## src/rtl/tdp_ram_pkg.sv

```systemverilog
// Shared types for the dual-port RAM.
// Assumes: nothing beyond IEEE 1800-2017.
package tdp_ram_pkg;
    // Read-during-write result selector
    typedef enum logic {
        RDW_OLD = 1'b0,
        RDW_NEW = 1'b1
    } rdw_e;
endpackage

```

## src/rtl/tdp_port_capture.sv

```systemverilog
// Input register stage for one RAM port. It latches the address unless
// hold is high, and latches data, strobes and lane enables every cycle.
// Assumes: synchronous active-low reset clears the strobes.
module tdp_port_capture #(
    parameter int AW    = 4,
    parameter int WIDTH = 16,
    parameter int LANES = 2
) (
    input  logic             clk,
    input  logic             rst_n,
    input  logic [AW-1:0]    addr,
    input  logic [WIDTH-1:0] wdata,
    input  logic             we,
    input  logic             re,
    input  logic [LANES-1:0] be,
    input  logic             hold,
    output logic [AW-1:0]    addr_q,
    output logic [WIDTH-1:0] wdata_q,
    output logic             we_q,
    output logic             re_q,
    output logic [LANES-1:0] be_q
);

    // Address register: keeps the old address while hold is high
    always_ff @(posedge clk) begin
        if (!rst_n) begin
            addr_q <= '0;
        end else if (!hold) begin
            addr_q <= addr;
        end
    end

    // Data, strobe and lane-enable registers
    always_ff @(posedge clk) begin
        if (!rst_n) begin
            wdata_q <= '0;
            we_q    <= 1'b0;
            re_q    <= 1'b0;
            be_q    <= '0;
        end else begin
            wdata_q <= wdata;
            we_q    <= we;
            re_q    <= re;
            be_q    <= be;
        end
    end


    addr_hold_chk: assert property (@(posedge clk) disable iff (!rst_n)
        hold |=> $stable(addr_q));

endmodule

```

## src/rtl/tdp_store.sv

```systemverilog
// Word storage with two lane-masked write ports and two asynchronous
// read taps. On a same-word collision port A's lanes are written last.
// Assumes: writes are suppressed while rst_n is low; contents are not reset.
module tdp_store #(
    parameter int DEPTH  = 16,
    parameter int WIDTH  = 16,
    parameter int BYTE_W = 8,
    localparam int AW    = (DEPTH > 1) ? $clog2(DEPTH) : 1,
    localparam int LANES = WIDTH / BYTE_W
) (
    input  logic             clk,
    input  logic             rst_n,
    input  logic [AW-1:0]    addr_a,
    input  logic [WIDTH-1:0] data_a,
    input  logic             we_a,
    input  logic [LANES-1:0] be_a,
    input  logic [AW-1:0]    addr_b,
    input  logic [WIDTH-1:0] data_b,
    input  logic             we_b,
    input  logic [LANES-1:0] be_b,
    output logic [WIDTH-1:0] rd_a,
    output logic [WIDTH-1:0] rd_b
);

    logic [WIDTH-1:0] mem_q [DEPTH];

    // Lane writes: port B first, port A afterwards so A wins a collision
    always_ff @(posedge clk) begin
        if (rst_n) begin
            for (int l = 0; l < LANES; l++) begin
                if (we_b && be_b[l]) begin
                    mem_q[addr_b][l*BYTE_W +: BYTE_W] <= data_b[l*BYTE_W +: BYTE_W];
                end
            end
            for (int l = 0; l < LANES; l++) begin
                if (we_a && be_a[l]) begin
                    mem_q[addr_a][l*BYTE_W +: BYTE_W] <= data_a[l*BYTE_W +: BYTE_W];
                end
            end
        end
    end

    // Read taps of the current contents
    assign rd_a = mem_q[addr_a];
    assign rd_b = mem_q[addr_b];


    collide_a_wins_chk: assert property (@(posedge clk) disable iff (!rst_n)
        (we_a && we_b && (addr_a == addr_b) && (&be_a))
        |=> mem_q[$past(addr_a)] == $past(data_a));

endmodule

```

## src/rtl/tdp_read_path.sv

```systemverilog
// Output side of one port: builds the read word from the stored word and
// any write in the same access, then registers it when the read strobe is set.
// Assumes: own-port policy takes priority over the other port's write.
module tdp_read_path
    import tdp_ram_pkg::*;
#(
    parameter int   WIDTH     = 16,
    parameter int   BYTE_W    = 8,
    parameter rdw_e SAME_MODE = RDW_NEW,
    parameter rdw_e MIX_MODE  = RDW_OLD,
    parameter bit   MASK_ZERO = 1'b0,
    localparam int  LANES     = WIDTH / BYTE_W
) (
    input  logic             clk,
    input  logic             rst_n,
    input  logic             re_q,
    input  logic [WIDTH-1:0] stored,
    input  logic             own_we,
    input  logic [WIDTH-1:0] own_data,
    input  logic [LANES-1:0] own_be,
    input  logic             oth_we,
    input  logic [WIDTH-1:0] oth_data,
    input  logic [LANES-1:0] oth_be,
    input  logic             oth_hit,
    output logic [WIDTH-1:0] rdata
);

    logic [WIDTH-1:0] next_word;
    logic             own_new;
    logic             oth_new;

    assign own_new = (SAME_MODE == RDW_NEW) && own_we;
    assign oth_new = (MIX_MODE == RDW_NEW) && oth_we && oth_hit;

    // Lane-by-lane selection of the word to present
    always_comb begin
        next_word = stored;
        for (int l = 0; l < LANES; l++) begin
            if (own_new) begin
                if (own_be[l]) begin
                    next_word[l*BYTE_W +: BYTE_W] = own_data[l*BYTE_W +: BYTE_W];
                end else if (MASK_ZERO) begin
                    next_word[l*BYTE_W +: BYTE_W] = '0;
                end
            end else if (oth_new && oth_be[l]) begin
                next_word[l*BYTE_W +: BYTE_W] = oth_data[l*BYTE_W +: BYTE_W];
            end
        end
    end

    // Output register, loaded only on an enabled read
    always_ff @(posedge clk) begin
        if (!rst_n) begin
            rdata <= '0;
        end else if (re_q) begin
            rdata <= next_word;
        end
    end


    rd_hold_chk: assert property (@(posedge clk) disable iff (!rst_n)
        !re_q |=> $stable(rdata));


    rd_old_chk: assert property (@(posedge clk) disable iff (!rst_n)
        (re_q && (SAME_MODE == RDW_OLD) && !oth_new) |=> rdata == $past(stored));

endmodule

```

## src/rtl/tdp_ram_hold.sv

```systemverilog
// Top of the dual-port RAM: two input capture stages, the shared storage,
// two read paths and the same-word collision flag.
// Assumes: one clock; WIDTH is a multiple of BYTE_W; BYTE_W is 5, 8, 9 or 10.
module tdp_ram_hold
    import tdp_ram_pkg::*;
#(
    parameter int   DEPTH     = 16,
    parameter int   WIDTH     = 16,
    parameter int   BYTE_W    = 8,
    parameter rdw_e A_SAME    = RDW_NEW,
    parameter rdw_e B_SAME    = RDW_OLD,
    parameter rdw_e MIX_MODE  = RDW_OLD,
    parameter bit   MASK_ZERO = 1'b0,
    localparam int  AW        = (DEPTH > 1) ? $clog2(DEPTH) : 1,
    localparam int  LANES     = WIDTH / BYTE_W
) (
    input  logic             clk,
    input  logic             rst_n,
    input  logic [AW-1:0]    a_addr,
    input  logic [WIDTH-1:0] a_wdata,
    input  logic             a_we,
    input  logic             a_re,
    input  logic [LANES-1:0] a_be,
    input  logic             a_hold,
    output logic [WIDTH-1:0] a_rdata,
    input  logic [AW-1:0]    b_addr,
    input  logic [WIDTH-1:0] b_wdata,
    input  logic             b_we,
    input  logic             b_re,
    input  logic [LANES-1:0] b_be,
    input  logic             b_hold,
    output logic [WIDTH-1:0] b_rdata,
    output logic             collide
);

    logic [AW-1:0]    a_addr_q, b_addr_q;
    logic [WIDTH-1:0] a_data_q, b_data_q;
    logic             a_we_q, b_we_q, a_re_q, b_re_q;
    logic [LANES-1:0] a_be_q, b_be_q;
    logic [WIDTH-1:0] a_stored, b_stored;
    logic             same_word;

    tdp_port_capture #(.AW(AW), .WIDTH(WIDTH), .LANES(LANES)) u_cap_a (
        .clk(clk), .rst_n(rst_n), .addr(a_addr), .wdata(a_wdata), .we(a_we),
        .re(a_re), .be(a_be), .hold(a_hold), .addr_q(a_addr_q),
        .wdata_q(a_data_q), .we_q(a_we_q), .re_q(a_re_q), .be_q(a_be_q)
    );

    tdp_port_capture #(.AW(AW), .WIDTH(WIDTH), .LANES(LANES)) u_cap_b (
        .clk(clk), .rst_n(rst_n), .addr(b_addr), .wdata(b_wdata), .we(b_we),
        .re(b_re), .be(b_be), .hold(b_hold), .addr_q(b_addr_q),
        .wdata_q(b_data_q), .we_q(b_we_q), .re_q(b_re_q), .be_q(b_be_q)
    );

    tdp_store #(.DEPTH(DEPTH), .WIDTH(WIDTH), .BYTE_W(BYTE_W)) u_store (
        .clk(clk), .rst_n(rst_n),
        .addr_a(a_addr_q), .data_a(a_data_q), .we_a(a_we_q), .be_a(a_be_q),
        .addr_b(b_addr_q), .data_b(b_data_q), .we_b(b_we_q), .be_b(b_be_q),
        .rd_a(a_stored), .rd_b(b_stored)
    );

    assign same_word = (a_addr_q == b_addr_q);

    tdp_read_path #(.WIDTH(WIDTH), .BYTE_W(BYTE_W), .SAME_MODE(A_SAME),
                    .MIX_MODE(MIX_MODE), .MASK_ZERO(MASK_ZERO)) u_rd_a (
        .clk(clk), .rst_n(rst_n), .re_q(a_re_q), .stored(a_stored),
        .own_we(a_we_q), .own_data(a_data_q), .own_be(a_be_q),
        .oth_we(b_we_q), .oth_data(b_data_q), .oth_be(b_be_q),
        .oth_hit(same_word), .rdata(a_rdata)
    );

    tdp_read_path #(.WIDTH(WIDTH), .BYTE_W(BYTE_W), .SAME_MODE(B_SAME),
                    .MIX_MODE(MIX_MODE), .MASK_ZERO(MASK_ZERO)) u_rd_b (
        .clk(clk), .rst_n(rst_n), .re_q(b_re_q), .stored(b_stored),
        .own_we(b_we_q), .own_data(b_data_q), .own_be(b_be_q),
        .oth_we(a_we_q), .oth_data(a_data_q), .oth_be(a_be_q),
        .oth_hit(same_word), .rdata(b_rdata)
    );

    // Collision flag, aligned with the read data of the colliding access
    always_ff @(posedge clk) begin
        if (!rst_n) begin
            collide <= 1'b0;
        end else begin
            collide <= a_we_q && b_we_q && same_word;
        end
    end


    collide_src_chk: assert property (@(posedge clk) disable iff (!rst_n)
        collide |-> ($past(a_we_q) && $past(b_we_q)));

endmodule

```

## config.mk

```make
export PLATFORM = sky130hd
export DESIGN_NAME = tdp_ram_hold
export DESIGN_NICKNAME = d
export VERILOG_FILES = /design/src/rtl/tdp_ram_pkg.sv /design/src/rtl/tdp_port_capture.sv /design/src/rtl/tdp_store.sv /design/src/rtl/tdp_read_path.sv /design/src/rtl/tdp_ram_hold.sv
export SDC_FILE = /design/constraint.sdc
export NUM_CORES = 1
export LEC_CHECK = 0
export ABC_CLOCK_PERIOD_IN_PS = 6000
export BUFFER_PORTS_ARGS = -buffer_cell sky130_fd_sc_hd__buf_4
export CAP_MARGIN = 15
export CORE_MARGIN = 5
export CORE_UTILIZATION = 35
export DETAILED_ROUTE_END_ITERATION = 10
export PLACE_DENSITY = 0.51
export SLEW_MARGIN = 20
export SYNTH_ARGS = -nofsm -noshare
export SYNTH_HDL_FRONTEND = slang
export SYNTH_SLANG_ARGS = --single-unit
```

## constraint.sdc

```tcl
create_clock -name clk -period 6 [get_ports clk]
set_input_delay 1.2 -clock clk [delete_from_list [all_inputs] [get_ports clk]]
set_output_delay 1.2 -clock clk [all_outputs]
set_load 0.01 [all_outputs]
```

==> results of run 1 <==
-- placed cells by master (no fill, tap or decap), types with 17 or more instances in the layout --
master	n
sky130_fd_sc_hd__nor2_2	19
sky130_fd_sc_hd__buf_4	119
sky130_fd_sc_hd__nand2_1	56
sky130_fd_sc_hd__o22ai_1	17
sky130_fd_sc_hd__dfxtp_1	80
sky130_fd_sc_hd__nor2b_1	28
sky130_fd_sc_hd__mux4_2	112
sky130_fd_sc_hd__o21ai_0	21
sky130_fd_sc_hd__edfxtp_1	256
sky130_fd_sc_hd__clkbuf_16	47
sky130_fd_sc_hd__and2_1	42
sky130_fd_sc_hd__mux2_2	269
sky130_fd_sc_hd__o21ai_1	21
-- layer usage --
layer,up-vias,GRT usage
met1,5810,0.2929
met2,496,0.2876
met5,-,0
met3,84,0.03913
met4,0,0.05650
li1,4842,-
-- cell type report --
cell class | count | area [µm²] | area share
Multi-Input combinational cell | 736 | 8093 | 0.3923
Tap cell | 680 | 850.8 | 0.04125
Clock inverter | 16 | 126.4 | 0.006126
Sequential cell | 341 | 9403 | 0.4558
Timing Repair Buffer | 119 | 893.4 | 0.04331
Clock buffer | 59 | 1261 | 0.06114
-- worst paths after layout --
check / endpoint / slack (ps)
worst min register to register: u_rd_a.rdata[12] / 450
worst max register to register: u_store.mem_q[3][4] / 2980
worst max-delay path: u_store.mem_q[2][9] / 2660
worst min-delay path: u_rd_a.rdata[12] / 450
-- power groups by stage --
stage	combinational [µW]	clock, µW	sequential (µW)
finish	467	2550	2680
global route	500	2700	2690
CTS	467	2610	2680
detailed placement	466	0	2730
global placement	462	0	2730
floorplan	357	0	2650
-- metrics by stage --
step           utilization  hold slack (ps)  instances
2_1_floorplan            -            455.6       1184
3_3_place_gp        0.3760            444.8       1873
3_5_place_dp        0.3766            451.0       1876
4_1_cts             0.4037            457.6       1951
5_1_grt             0.4037            485.8       1951
6_report            0.4037            450.5       1951
-- sequential cells by signal, indices dropped and copies added (netlist names), 4 cells and up, named ones only --
register and cells:
u_rd_a.rdata 16, u_cap_b.wdata_q 16, u_cap_a.addr_q 4, u_rd_b.rdata 16, u_cap_b.addr_q 4, u_store.mem_q 256
u_cap_a.wdata_q 16
-- cells by family (layout without fill, tap and decap cells) --
logic type	Yosys count	in the layout
compound gates	144	144
buf+inv	107	194
mux	408	408
simple gates	180	180
flops	341	341
xor+xnor	4	4
-- worst max-delay path: stages --
cell                      delay, ps
sky130_fd_sc_hd__buf_4          570
sky130_fd_sc_hd__nand3_1        260
sky130_fd_sc_hd__nor3_1         360
sky130_fd_sc_hd__nand2_1        460
sky130_fd_sc_hd__o21ai_1        460
sky130_fd_sc_hd__buf_4          260
==> flow_results.org, run 1 <==
** Routing
- Remaining routing DRC violations :: 0
- Summed over all nets, wire length on met3 after detailed routing comes to 4652 µm.
- Total routed wire length on the met1 layer :: 25510 µm
- The pre-antenna-repair detailed-routing pass consisted of 5 iterations.
- The detailed router finished its first iteration with ~1200 violations.
- Dividing the detail-routed wire length by the instance count gives 28.66 µm.
- In the routed layout, each cell is associated on average with a via count of 5.757.
- Post-route ant nets :: 0
- Vias :: 11230
- The final layout contains routed wiring with a total length of 55910 µm.
- In this run the top signal layer used is met4.
- Routed wl met2 :: 24270 µm

** Floorplanning
- In this run the horizontal extent of the chip is 236.6 µm.
- Vert. Die Dim :: 236.6 µm
- Total Die Area :: 55970 µm²
- In this run the standard cell core region covers roughly 51000 µm².
- The floorplan has 83 rows.
- Initial core utilization :: 0.3517
- Pin placement for this block handled 85 I/O pins.

** Yosys
- Largest family of logic cells by synthesized area :: multiplexers
- Of the total synthesized cell area, the portion taken by full adders, half adders and majority gates is 0.
- Synthesis produced a netlist with a net count of 1236.
- Dominant cell by count in the synthesized netlist :: sky130_fd_sc_hd__mux2_2
- Asr flop ratio synth :: 0
- Fraction of the mapped netlist area in simple logic gates :: 0.05710
- Dividing the synthesized area by the synthesized cell count gives roughly 15 µm².
- The cell area that synthesis handed to floorplanning was between 15000 and 20000 µm².
- Measured against the total synthesized area, the mux share comes to 0.3385.
- For this run, the leading register cell type out of synthesis is sky130_fd_sc_hd__edfxtp_1.
- In the synthesized netlist, the number of instances is 1184.
- Area share of the leading cell type in the synthesized netlist :: 0.4278
- Library cell with the largest summed area after synthesis :: sky130_fd_sc_hd__edfxtp_1
- The synthesized netlist contains 41 unique library cells.
- Of the total synthesized cell area, the portion taken by XOR and XNOR cells is 0.001950.
- Post-synthesis compound-gate area fraction :: 0.05194
- Warnings from Yosys :: 0
- By count the netlist is led by sky130_fd_sc_hd__mux2_2 (269), sky130_fd_sc_hd__edfxtp_1 (256), sky130_fd_sc_hd__mux4_2 (112).
- After synthesis the netlist holds a flip-flop and latch count of 341.
- By area the synthesized netlist is led by sky130_fd_sc_hd__edfxtp_1 (43%), sky130_fd_sc_hd__mux2_2 (17%), sky130_fd_sc_hd__mux4_2 (14%).
- Sequential element share of the synthesized area :: 0.5225
- Yosys mapped a number of flops with a built-in enable equal to 256.

** Timing
- Minimum clock period after layout :: 3340 ps
- Slew at the pin closest to its max-slew limit :: 1125 ps
- Maximum operating frequency :: 299.4 MHz
- Worst relative slew slack :: 0.2497
- Number of max-slew violations in the final report :: 0
- Final worst-path cycle share :: 0.5567
- Setup violations remaining at the end of the flow were counted as 0.
- Setup clock skew after layout :: 20.28 ps
- Final worst setup slack :: 2660 ps
- Sum of negative setup slack :: 0 ps
- Total count of hold-check failures in the final report :: 0
- Setup repair after global routing left no endpoint under its margin.

** Placement
- Post-placement worst setup slack :: 2082 ps
- The congestion estimate from routability-driven global placement came to about 0.8.
- Half-perimeter wire length after detailed placement :: 36710 µm
- Port-buffer cells :: 84
- In this run the cell area measured after placement is 19240 µm².

** Worst setup path
- Crit. Startpoint :: rst_n
- STA classifies the critical path endpoint as a flop.
- Launching point of the worst reg2reg path :: u_cap_b.addr_q[0]
- Critical path data arrival time :: between 3000 and 4000 ps
- STA puts the critical path data required time at 6270 ps.
- Largest fanout on the critical path :: 73
- Cell depth of the worst flop-to-flop path :: 3
- The worst setup path is launched from a primary input.
- By startpoint and endpoint, the worst setup path is classified as in -> reg.

** Clock network
- Number of buffers added to fix hold violations after cts :: 0
- The clock reaches the later pin of the worst-skew pair after 570 ps.
- The clock drives 341 sinks.
- Clock tree synthesis selected as its root buffer the cell sky130_fd_sc_hd__clkbuf_16.
- Num CTS Buffers :: 41
- The H-tree was split into 2 levels.
- Bufs on Longest Clock Path :: 3
- CTS tree :: built
- Postcts setup bufs :: 0
- After clock tree synthesis, the clock-pin slew on the worst setup and hold paths is 50 ps.
- # resized after CTS :: 0

** Global route
- The number of antenna violations at the first check in global routing came to 0.
- Largest net degree at the start of global routing :: 74
- The number of global-route vias before repair is ~11000.
- Total global routing overflow :: 0
- For this run, the total global-route usage over all layers was measured as 0.1952.
- The first global-routing pass estimated 80990 µm of wire.

** Hold path
- In this run the most critical hold path is launched from u_rd_a.rdata[12].
- The path class of the tightest hold or removal check is reg -> reg.
- Along the worst hold path, the cell count comes to 2.

** Power
- The analysis attributes to cell leakage a power of ~0.0068 µW.
- In this run the power density over the cells is 276.5 nW/µm².
- Portion of total power attributed to the clock network :: 0.447
- Summing internal, switching and leakage power gives 5703 µW.
- Sequential power share :: 0.471
- Of the total power, the share spent switching nets is 0.2344.
- Highest ir drop seen on vdd :: 0.1807 mV
- Internal power comes to 4366 µW.
- Power dissipated by switching net loads :: 1337 µW
- Part of the power in combinational logic :: 0.082

** Cells and area
- From synthesis to final layout, the design area changed by 14.79%.
- Post-route cell area :: around 21000 µm²
- Fin nets :: about 1300
- Layout cell share with drive strength beyond 1 :: 0.4705
- 0 antenna diodes ended up in the layout.
- # fillers :: 4722

** Run status
- Status :: complete, no violations

** Flow run
- The tool flagged a number of max-cap violations equal to 0.
Note: power is estimated with default switching activity, not from simulation.
==> inputs of run 2 (changes only) <==
- ABC_AREA: unset -> 1
- ABC_CLOCK_PERIOD_IN_PS: 6000 -> 2800
- PLACE_DENSITY: 0.51 -> 0.53
- clock period: 6 -> 2.8 ns (I/O delays scaled with it)
==> run 2 against run 1 <==
Against the previous run:
- register-to-register slack lost 2500 ps
- setup slack lost 2200 ps
- utilization fell by 0.34 points
- sequential power grew 110%
- first-iteration DRC count grew 38%
- final cell count grew 53%
- clock skew decreased by 5.6 ps
- combinational power grew to 3.1 times the previous value
- die area rose by 0.33%
- via count up 44%
==> flow_results.org, run 2 <==
** Run status
- The flow ran to the end, and the final reports show no timing, DRC or antenna violations.

** Clock network
- The cell sitting at the root of the clock tree is a sky130_fd_sc_hd__clkbuf_16.
- Postcts setup bufs :: 0 (unchanged)
- CTS Sinks :: 341 (unchanged)
- TritonCTS built the clock tree.
- Number of buffers added to fix hold violations after cts :: 0 (unchanged)
- The clock slew at the register clock pins of the worst setup and hold paths is 60 ps (about the same).
- Clk_lat worst skew :: 540 ps (-30 ps)
- # resized after CTS :: 0 (unchanged)
- The maximum root-to-sink buffer count is 3 (unchanged).
- The total number of H-tree levels came to 2 (unchanged).
- Num CTS Buffers :: 39 (-4.9%)

** Routing
- Vias per cell :: 5.421 (-5.8%)
- The number of iterations in the first detailed-routing pass came to 6 (+1).
- WL final :: 62210 µm (+11%)
- Iter 0 DRT Violations :: 1647 (+38%)
- The overall via count from detail_route came to 16180 (+44%).
- Routed length per placed instance :: 20.84 µm (-27%)
- The number of remaining DRC errors came to 0 (unchanged).
- The remaining antenna violation count is 0 (unchanged).

** Cells and area
- Compared with the post-synthesis result, the final layout area differs by 13.67%.
- The total inserted antenna cells is 0 (unchanged).
- Fin nets :: 2327 (+80%)
- Register with the most flip-flops :: u_store.mem_q
- The end-of-flow core utilization is 0.4004 (-0.003360).
- # fillers :: 5190 (+9.9%)
- Most frequent cells in the layout :: sky130_fd_sc_hd__nand2_1 (908), sky130_fd_sc_hd__o21ai_0 (262), sky130_fd_sc_hd__edfxtp_1 (256)
- The proportion of layout cells with a drive suffix above 1 was 0.1015 (-0.3690).
- The number of flip-flops in the largest register was 256 (unchanged).
- Commonest non-fill, non-tap cell in the layout :: sky130_fd_sc_hd__nand2_1

** Floorplanning
- Total Die Area :: 56160 µm² (+0.33%)
- The count of boundary I/O pins is 85 (unchanged).
- The effective utilization at floorplan is 0.3522 (+0.0005085).
- Cell row count :: 83 (unchanged)
- Vert. Die Dim :: 237.0 µm (+0.17%)
- Die Wd :: 237.0 µm (+0.17%)
- Core Footprint :: 51200 µm² (+0.20%)

** Yosys
- Post-synthesis cell count :: 2263 (+91%)
- Average cell area after synthesis :: 7.968 µm² (-47%)
- The proportion of synthesized flip-flops having asynchronous set or reset was 0 (unchanged).
- Most used DFF post-synth :: sky130_fd_sc_hd__edfxtp_1
- By area the synthesized netlist is led by sky130_fd_sc_hd__edfxtp_1 (43%), sky130_fd_sc_hd__nand2_1 (19%), sky130_fd_sc_hd__dfxtp_1 (9.4%).
- Cell area after synthesis :: 18030 µm² (+0.35%)
- Sequential element share of the synthesized area :: 0.5207 (-0.001813)
- sky130_fd_sc_hd__nand2_1 is the most common cell in the netlist.
- The post-synthesis sequential element count was 341 (unchanged).
- The biggest area contributor in the post-synthesis netlist is sky130_fd_sc_hd__edfxtp_1.
- Post-synth EDFFs :: 256 (unchanged)
- The number of different library cells in the post-synthesis netlist came to 25 (-39%).
- Net Count, Synth :: 2315 (+87%)
- Warnings from Yosys :: 0 (unchanged)
- The top cell type's share of synthesized area came to 0.4263 (-0.001484).
- List of most frequent post-synthesis cells :: sky130_fd_sc_hd__nand2_1 (908), sky130_fd_sc_hd__o21ai_0 (264), sky130_fd_sc_hd__edfxtp_1 (256)

** Global route
- Total routing usage reported by global routing :: 0.2121 (+0.01698)
- The largest net degree at the start of global routing came to 129 (+74%).
- The number of antenna violations at the first check in global routing is 0 (unchanged).
- Total global routing overflow :: 0 (unchanged)
- The first-pass GRT wire length is 93160 µm (+15%).
- Vias in the first global route :: 15360 (+36%)

** Worst setup path
- Worst Path Required :: 3270 ps (-3000 ps)
- Broken down by cell family, the worst path's largest delay share belongs to buffers and inverters.
- STA classifies the critical path startpoint as a flop.
- Walking the worst path, the cells encountered are inv_2 > nor2_4 > buf_4 > buf_4 > a22oi_1 > nand2_1 > nand2_1 > nand3_1 > nor2_1 > nor2_1.
- Critical path data arrival time :: 2790 ps (-820 ps)
- Largest fanout on the critical path :: 38 (-48%)
- Cell with the largest stage delay on the worst path :: sky130_fd_sc_hd__dfxtp_1
- Critical path buffers and inverters :: 3 (+1)
- The critical path is of the reg -> reg type.
- CP Capture Type :: flop
- Crit path largest cell delay :: 490 ps (-80 ps)

** Power
- The leakage power of the design came to 0.008348 µW (+22%).
- The cell-internal power is 8804 µW (+100%).
- Sw frac :: 0.2665 (+0.03209)
- Sequential power share :: 0.471 (about the same)
- The total net switching power was 3199 µW (+140%).
- The clock share of power was 0.410 (-0.037).
- The cell area power density was 585.6 nW/µm² (+110%).
- The fraction of power consumed by combinational cells is 0.120 (+0.038).
- The worst-case vdd ir drop came to 0.3906 mV (+120%).

** Timing
- The final setup violation count is 0 (unchanged).
- Minimum clock period after layout :: 2328 ps
- Total count of hold-check failures in the final report :: 0 (unchanged)
- The transition time at the pin with the least slew margin was 1109 ps (-16.08 ps).
- Maximum operating frequency :: approximately 430 MHz
- Of the available clock period, the critical path in the final layout requires 0.8314.
- Worst relative slew slack :: 0.2594 (+0.009710)
- Final worst setup slack :: 472.0 ps (-2187 ps)
- The total count of max-transition violations in the final report was 0 (unchanged).
- The aggregate negative setup slack came to 0 ps (unchanged).
- The worst clock skew was 14.67 ps (-5.606 ps).
- RSZ-0062 raised after global routing :: no

** Hold path
- The tightest min-delay check is of the in -> reg type.

** Placement
- The number of port buffers was 84 (unchanged).
- The half-perimeter wire length of the detailed placement result was 41600 µm (+13%).
- Final estimated routing congestion in global placement :: 0.8734 (+9.7%)
- Post-placement worst setup slack :: -8.745 ps (-2090 ps)

** Flow run
- The total of max-cap violations came to 0 (unchanged).
-- run 2: cell count changes after synthesis, moves of 44 or more --
cell,change
sky130_fd_sc_hd__buf_2,+44
sky130_fd_sc_hd__nand3_1,+189
sky130_fd_sc_hd__o21ai_0,+238
sky130_fd_sc_hd__mux4_2,-112
sky130_fd_sc_hd__mux2_2,-269
sky130_fd_sc_hd__nor2_1,+50
sky130_fd_sc_hd__a22oi_1,+128
sky130_fd_sc_hd__inv_1,+73
sky130_fd_sc_hd__nand2_1,+852
-- run 2: cell families after synthesis --
kind of cell | share of synthesized area
flops | 0.5207
simple gates | 0.2635
compound gates | 0.1520
buf+inv | 0.06383
-- run 2: worst paths after layout --
check	slack, ps	endpoint	cells after the start	from
setup / recovery	470	u_rd_b.rdata[14]	10	u_cap_b.addr_q[0]
hold / removal	210	u_cap_a.wdata_q[14]	3	a_wdata[14]
setup reg to reg	470	u_rd_b.rdata[14]	10	u_cap_b.addr_q[0]
hold reg to reg	470	u_rd_a.rdata[1]	2	u_rd_a.rdata[1]
-- run 2: area by class of cell --
| class | count | area [µm²] | area share |
|---|---|---|---|
| flip-flops and latches | 341 | 9394 | 0.4583 |
| multi-input cells | 1656 | 7510 | 0.3664 |
| inverters | 78 | 295.3 | 0.01441 |
| clock inverters | 15 | 68.82 | 0.003357 |
| repair buffers | 159 | 1244 | 0.06068 |
| clock buffers | 56 | 1135 | 0.05537 |
| well taps | 680 | 850.8 | 0.04151 |
-- run 2: power by group through the flow --
stage	registers [µW]	clock network [µW]	logic [µW]
3_5_place_dp	5760	0	1430
2_1_floorplan	5670	0	943
3_3_place_gp	5750	0	1420
4_1_cts	5650	4970	1430
6_report	5650	4920	1440
5_1_grt	5660	5170	1580
-- run 2: worst reg2reg max path: cells and delay by family, from the launching register on --
kind	cells	cell delay, ps
flops	1	490
buf+inv	3	1090
compound gates	1	150
simple gates	6	520
-- run 2: per-stage QoR --
stage / power, µW / hold slack (ps) / instance area [µm²] / std cells
after global placement: 7170 / 460.6 / 19290 / 2914
final: 12000 / 206.3 / 20500 / 2985
after floorplan: 6614 / 446.7 / 18030 / 2263
after CTS: 12050 / 190.2 / 20500 / 2985
after detailed placement: 7184 / 459.2 / 19290 / 2914
after global routing: 12410 / 199.4 / 20500 / 2985
-- run 2: metal layers --
metal	global-route usage	wire length, µm	vias to the layer above
met5	0	0	-
met4	0.07959	2476	0
met3	0.02632	3703	162
met2	0.3663	30440	668
met1	0.2730	25590	7667
li1	-	-	7686
==> inputs of run 3 (changes only) <==
- ABC_AREA: 1 -> 0
- ABC_CLOCK_PERIOD_IN_PS: 2800 -> 2300
- PLACE_DENSITY: 0.53 -> 0.51
- clock period: 2.8 -> 2.3 ns (I/O delays scaled with it)
==> run 3 against run 2 <==
Against the previous run:
- final cell count fell by 33%
- fmax rose by 7.2%
- hold slack got worse by 91 ps
- via count fell by 29%
- combinational power fell by 8%
- first-iteration DRC count fell by 32%
- power rose by 22%
- clock skew rose by 7.6 ps
- setup slack got worse by 340 ps
- die area fell by 0.33%
==> flow_results.org, run 3 (same netlist as run 1, synthesis figures left out) <==
** Worst setup path
- Cell with the largest stage delay on the worst path :: sky130_fd_sc_hd__mux4_2
- The worst setup path is captured at a flop.
- STA classifies the critical path startpoint as a flop.
- The required time at the worst-slack endpoint came to 2720 ps (-550 ps).
- The signal on the critical path passes through buf_12 > buf_12 > mux4_2 > nor2b_1 > a211oi_1 > o21ai_1.
- The maximum fanout count along the critical path is 21 (-45%).
- CP Class :: reg -> reg
- By instance count, the cell type seen most on the critical path is sky130_fd_sc_hd__buf_12.
- Critical path data arrival time :: 2590 ps (-200 ps)
- Crit path largest cell delay :: 500 ps (about the same)

** Cells and area
- Fin nets :: 1356 (-42%)
- The proportion of layout cells with a drive suffix above 1 is 0.4963 (+0.3947).
- Most frequent cells in the layout :: sky130_fd_sc_hd__mux2_2 (269), sky130_fd_sc_hd__edfxtp_1 (256), sky130_fd_sc_hd__buf_4 (168)
- Fin cells :: 2014 (-33%)
- Sequential cell area in the final layout :: 9404 µm² (+0.11%)
- Ranked by flip-flop count, first place goes to u_store.mem_q.
- Antenna diode count :: 0 (unchanged)
- The library cell used most frequently in the layout, excluding fill and tap cells, is sky130_fd_sc_hd__mux2_2.
- Multi-input gate area in the final layout :: 8087 µm² (+7.7%)
- The final design area excluding fillers was 21250 µm² (+3.7%).
- The number of flip-flops in the largest register came to 256 (unchanged).
- The final-layout fill cell count was 4729 (-8.9%).
- From synthesis to final layout, the design area changed by 18.24%.

** Routing
- The remaining antenna violation count came to 0 (unchanged).
- Iter 0 DRT Violations :: 1125 (-32%)
- Pre-Repair DR Iteration Count :: 7 (+1)
- WL final :: 55790 µm (-10%)
- Remaining routing DRC violations :: 0 (unchanged)
- Vias :: 11480 (-29%)
- Routed length per placed instance :: 27.70 µm (+33%)
- Vias per cell :: 5.698 (+5.1%)

** Flow run
- Max Cap Viol :: 0 (unchanged)

** Clock network
- Number of levels in the clock H-tree :: 2 (unchanged)
- The number of clock buffers inserted by TritonCTS came to 40 (+2.6%).
- # resized after CTS :: 0 (unchanged)
- The clock latency on the worst-skew pair came to 560 ps (+20 ps).
- Bufs on Longest Clock Path :: 3 (unchanged)
- The post-CTS repair timing setup buffer count came to 0 (unchanged).
- CTS tree :: built
- CTS Sinks :: 341 (unchanged)
- Number of buffers added to fix hold violations after cts :: 0 (unchanged)
- Clock tree root buffer cell :: sky130_fd_sc_hd__clkbuf_16
- Clock-pin slew reported for the worst setup and hold paths after clock tree synthesis :: 60 ps (about the same)

** Global route
- The all-layer global routing usage was 0.1942 (-0.01790).
- Largest net degree at the start of global routing :: 53 (-59%)
- The first-pass GRT wire length is 81670 µm (-12%).
- Initial antenna violation count :: 1 (+1)
- The number of global-route vias before repair came to 11590 (-25%).
- Total global routing overflow :: 0 (unchanged)

** Floorplanning
- The floorplan die width came to 236.6 µm (-0.17%).
- The count of boundary I/O pins was 85 (unchanged).
- The effective utilization at floorplan came to 0.3517 (-0.0005085).
- The area of the placeable core was 51090 µm² (-0.20%).
- Vert. Die Dim :: 236.6 µm (-0.17%)
- The number of rows created at floorplan came to 83 (unchanged).
- Total Die Area :: 55970 µm² (-0.33%)

** Placement
- Area of placed instances :: 19940 µm² (+3.4%)
- The placed instance count came to 1942 (-33%).
- Port-buffer cells :: 84 (unchanged)
- The half-perimeter wire length of the detailed placement result is 38970 µm (-6.3%).
- Final estimated routing congestion in global placement :: 0.8483 (-2.9%)

** Timing
- The highest achievable clock rate came to 460.4 MHz (+7.2%).
- The total count of max-transition violations in the final report came to 0 (unchanged).
- Setup clock skew after layout :: 22.29 ps (+7.615 ps)
- The ratio of final minimum period to clock period came to 0.9445 (+0.1130).
- Slew at the pin closest to its max-slew limit :: 784.7 ps (-324.7 ps)
- RSZ-0062 raised after global routing :: yes
- Count of final setup violators :: 0 (unchanged)
- Worst relative slew slack :: 0.4762 (+0.2168)
- The post-route minimum period was 2172 ps (-155.7 ps).
- Sum of negative setup slack :: 0 ps (unchanged)
- The final number of hold-violating endpoints was 0 (unchanged).

** Power
- The cell area power density is 691.9 nW/µm² (+18%).
- Highest ir drop seen on vdd :: 0.4568 mV (+17%)
- The leakage power of the design came to 0.007202 µW (-14%).

** Run status
- The run finished with clean final reports.

** Hold path
- Type of the worst min-delay path :: in -> reg
- The worst hold path begins at a_wdata[1].
run 3: metrics by stage:
step                      worst slack (ps)  power, µW  utilization  hold WS, ps
final                                127.7      14700       0.4158        115.3
after detailed placement             11.16       8413       0.3903        451.3
after CTS                            68.78      14830       0.4158        83.11
after global routing                -60.03      15190       0.4158        96.01
after global placement              -45.89       8403       0.3903        445.4
after floorplan                      4.636       7853            -        455.6
run 3: critical path, delay by kind of cell (launching register included):
family	cells	cell delay, ps
DFF	1	450
AOI/OAI and AO/OA	2	480
muxes	1	500
and+or+nand+nor	1	140
buffers and inverters	2	440
run 3: path summary, 6_finish.rpt:
kind,endpoint,cells after the start,slack [ps]
hold reg to reg,u_rd_a.rdata[4],2,450
hold / removal,u_cap_a.wdata_q[1],2,120
setup reg to reg,u_rd_a.rdata[10],6,130
setup / recovery,u_rd_a.rdata[10],6,130
run 3: final cells by class:
cell class,count,area share
Clock inverter,16,0.007008
Clock buffer,56,0.05436
Timing Repair Buffer,185,0.07538
Multi-Input combinational cell,736,0.3806
Tap cell,680,0.04004
Sequential cell,341,0.4426
run 3: report_power, final:
group	internal, µW	switching [µW]
logic	711	617
clock network	3830	2580
registers	6710	251
total	11300	3450
run 3: metal layers:
metal  track usage  wire, µm  up-vias
met4       0.03621       863        2
li1              -         -     4974
met3       0.04810      3923       64
met2        0.2869     24490      387
met1        0.2938     26500     6048
met5             0        13        -
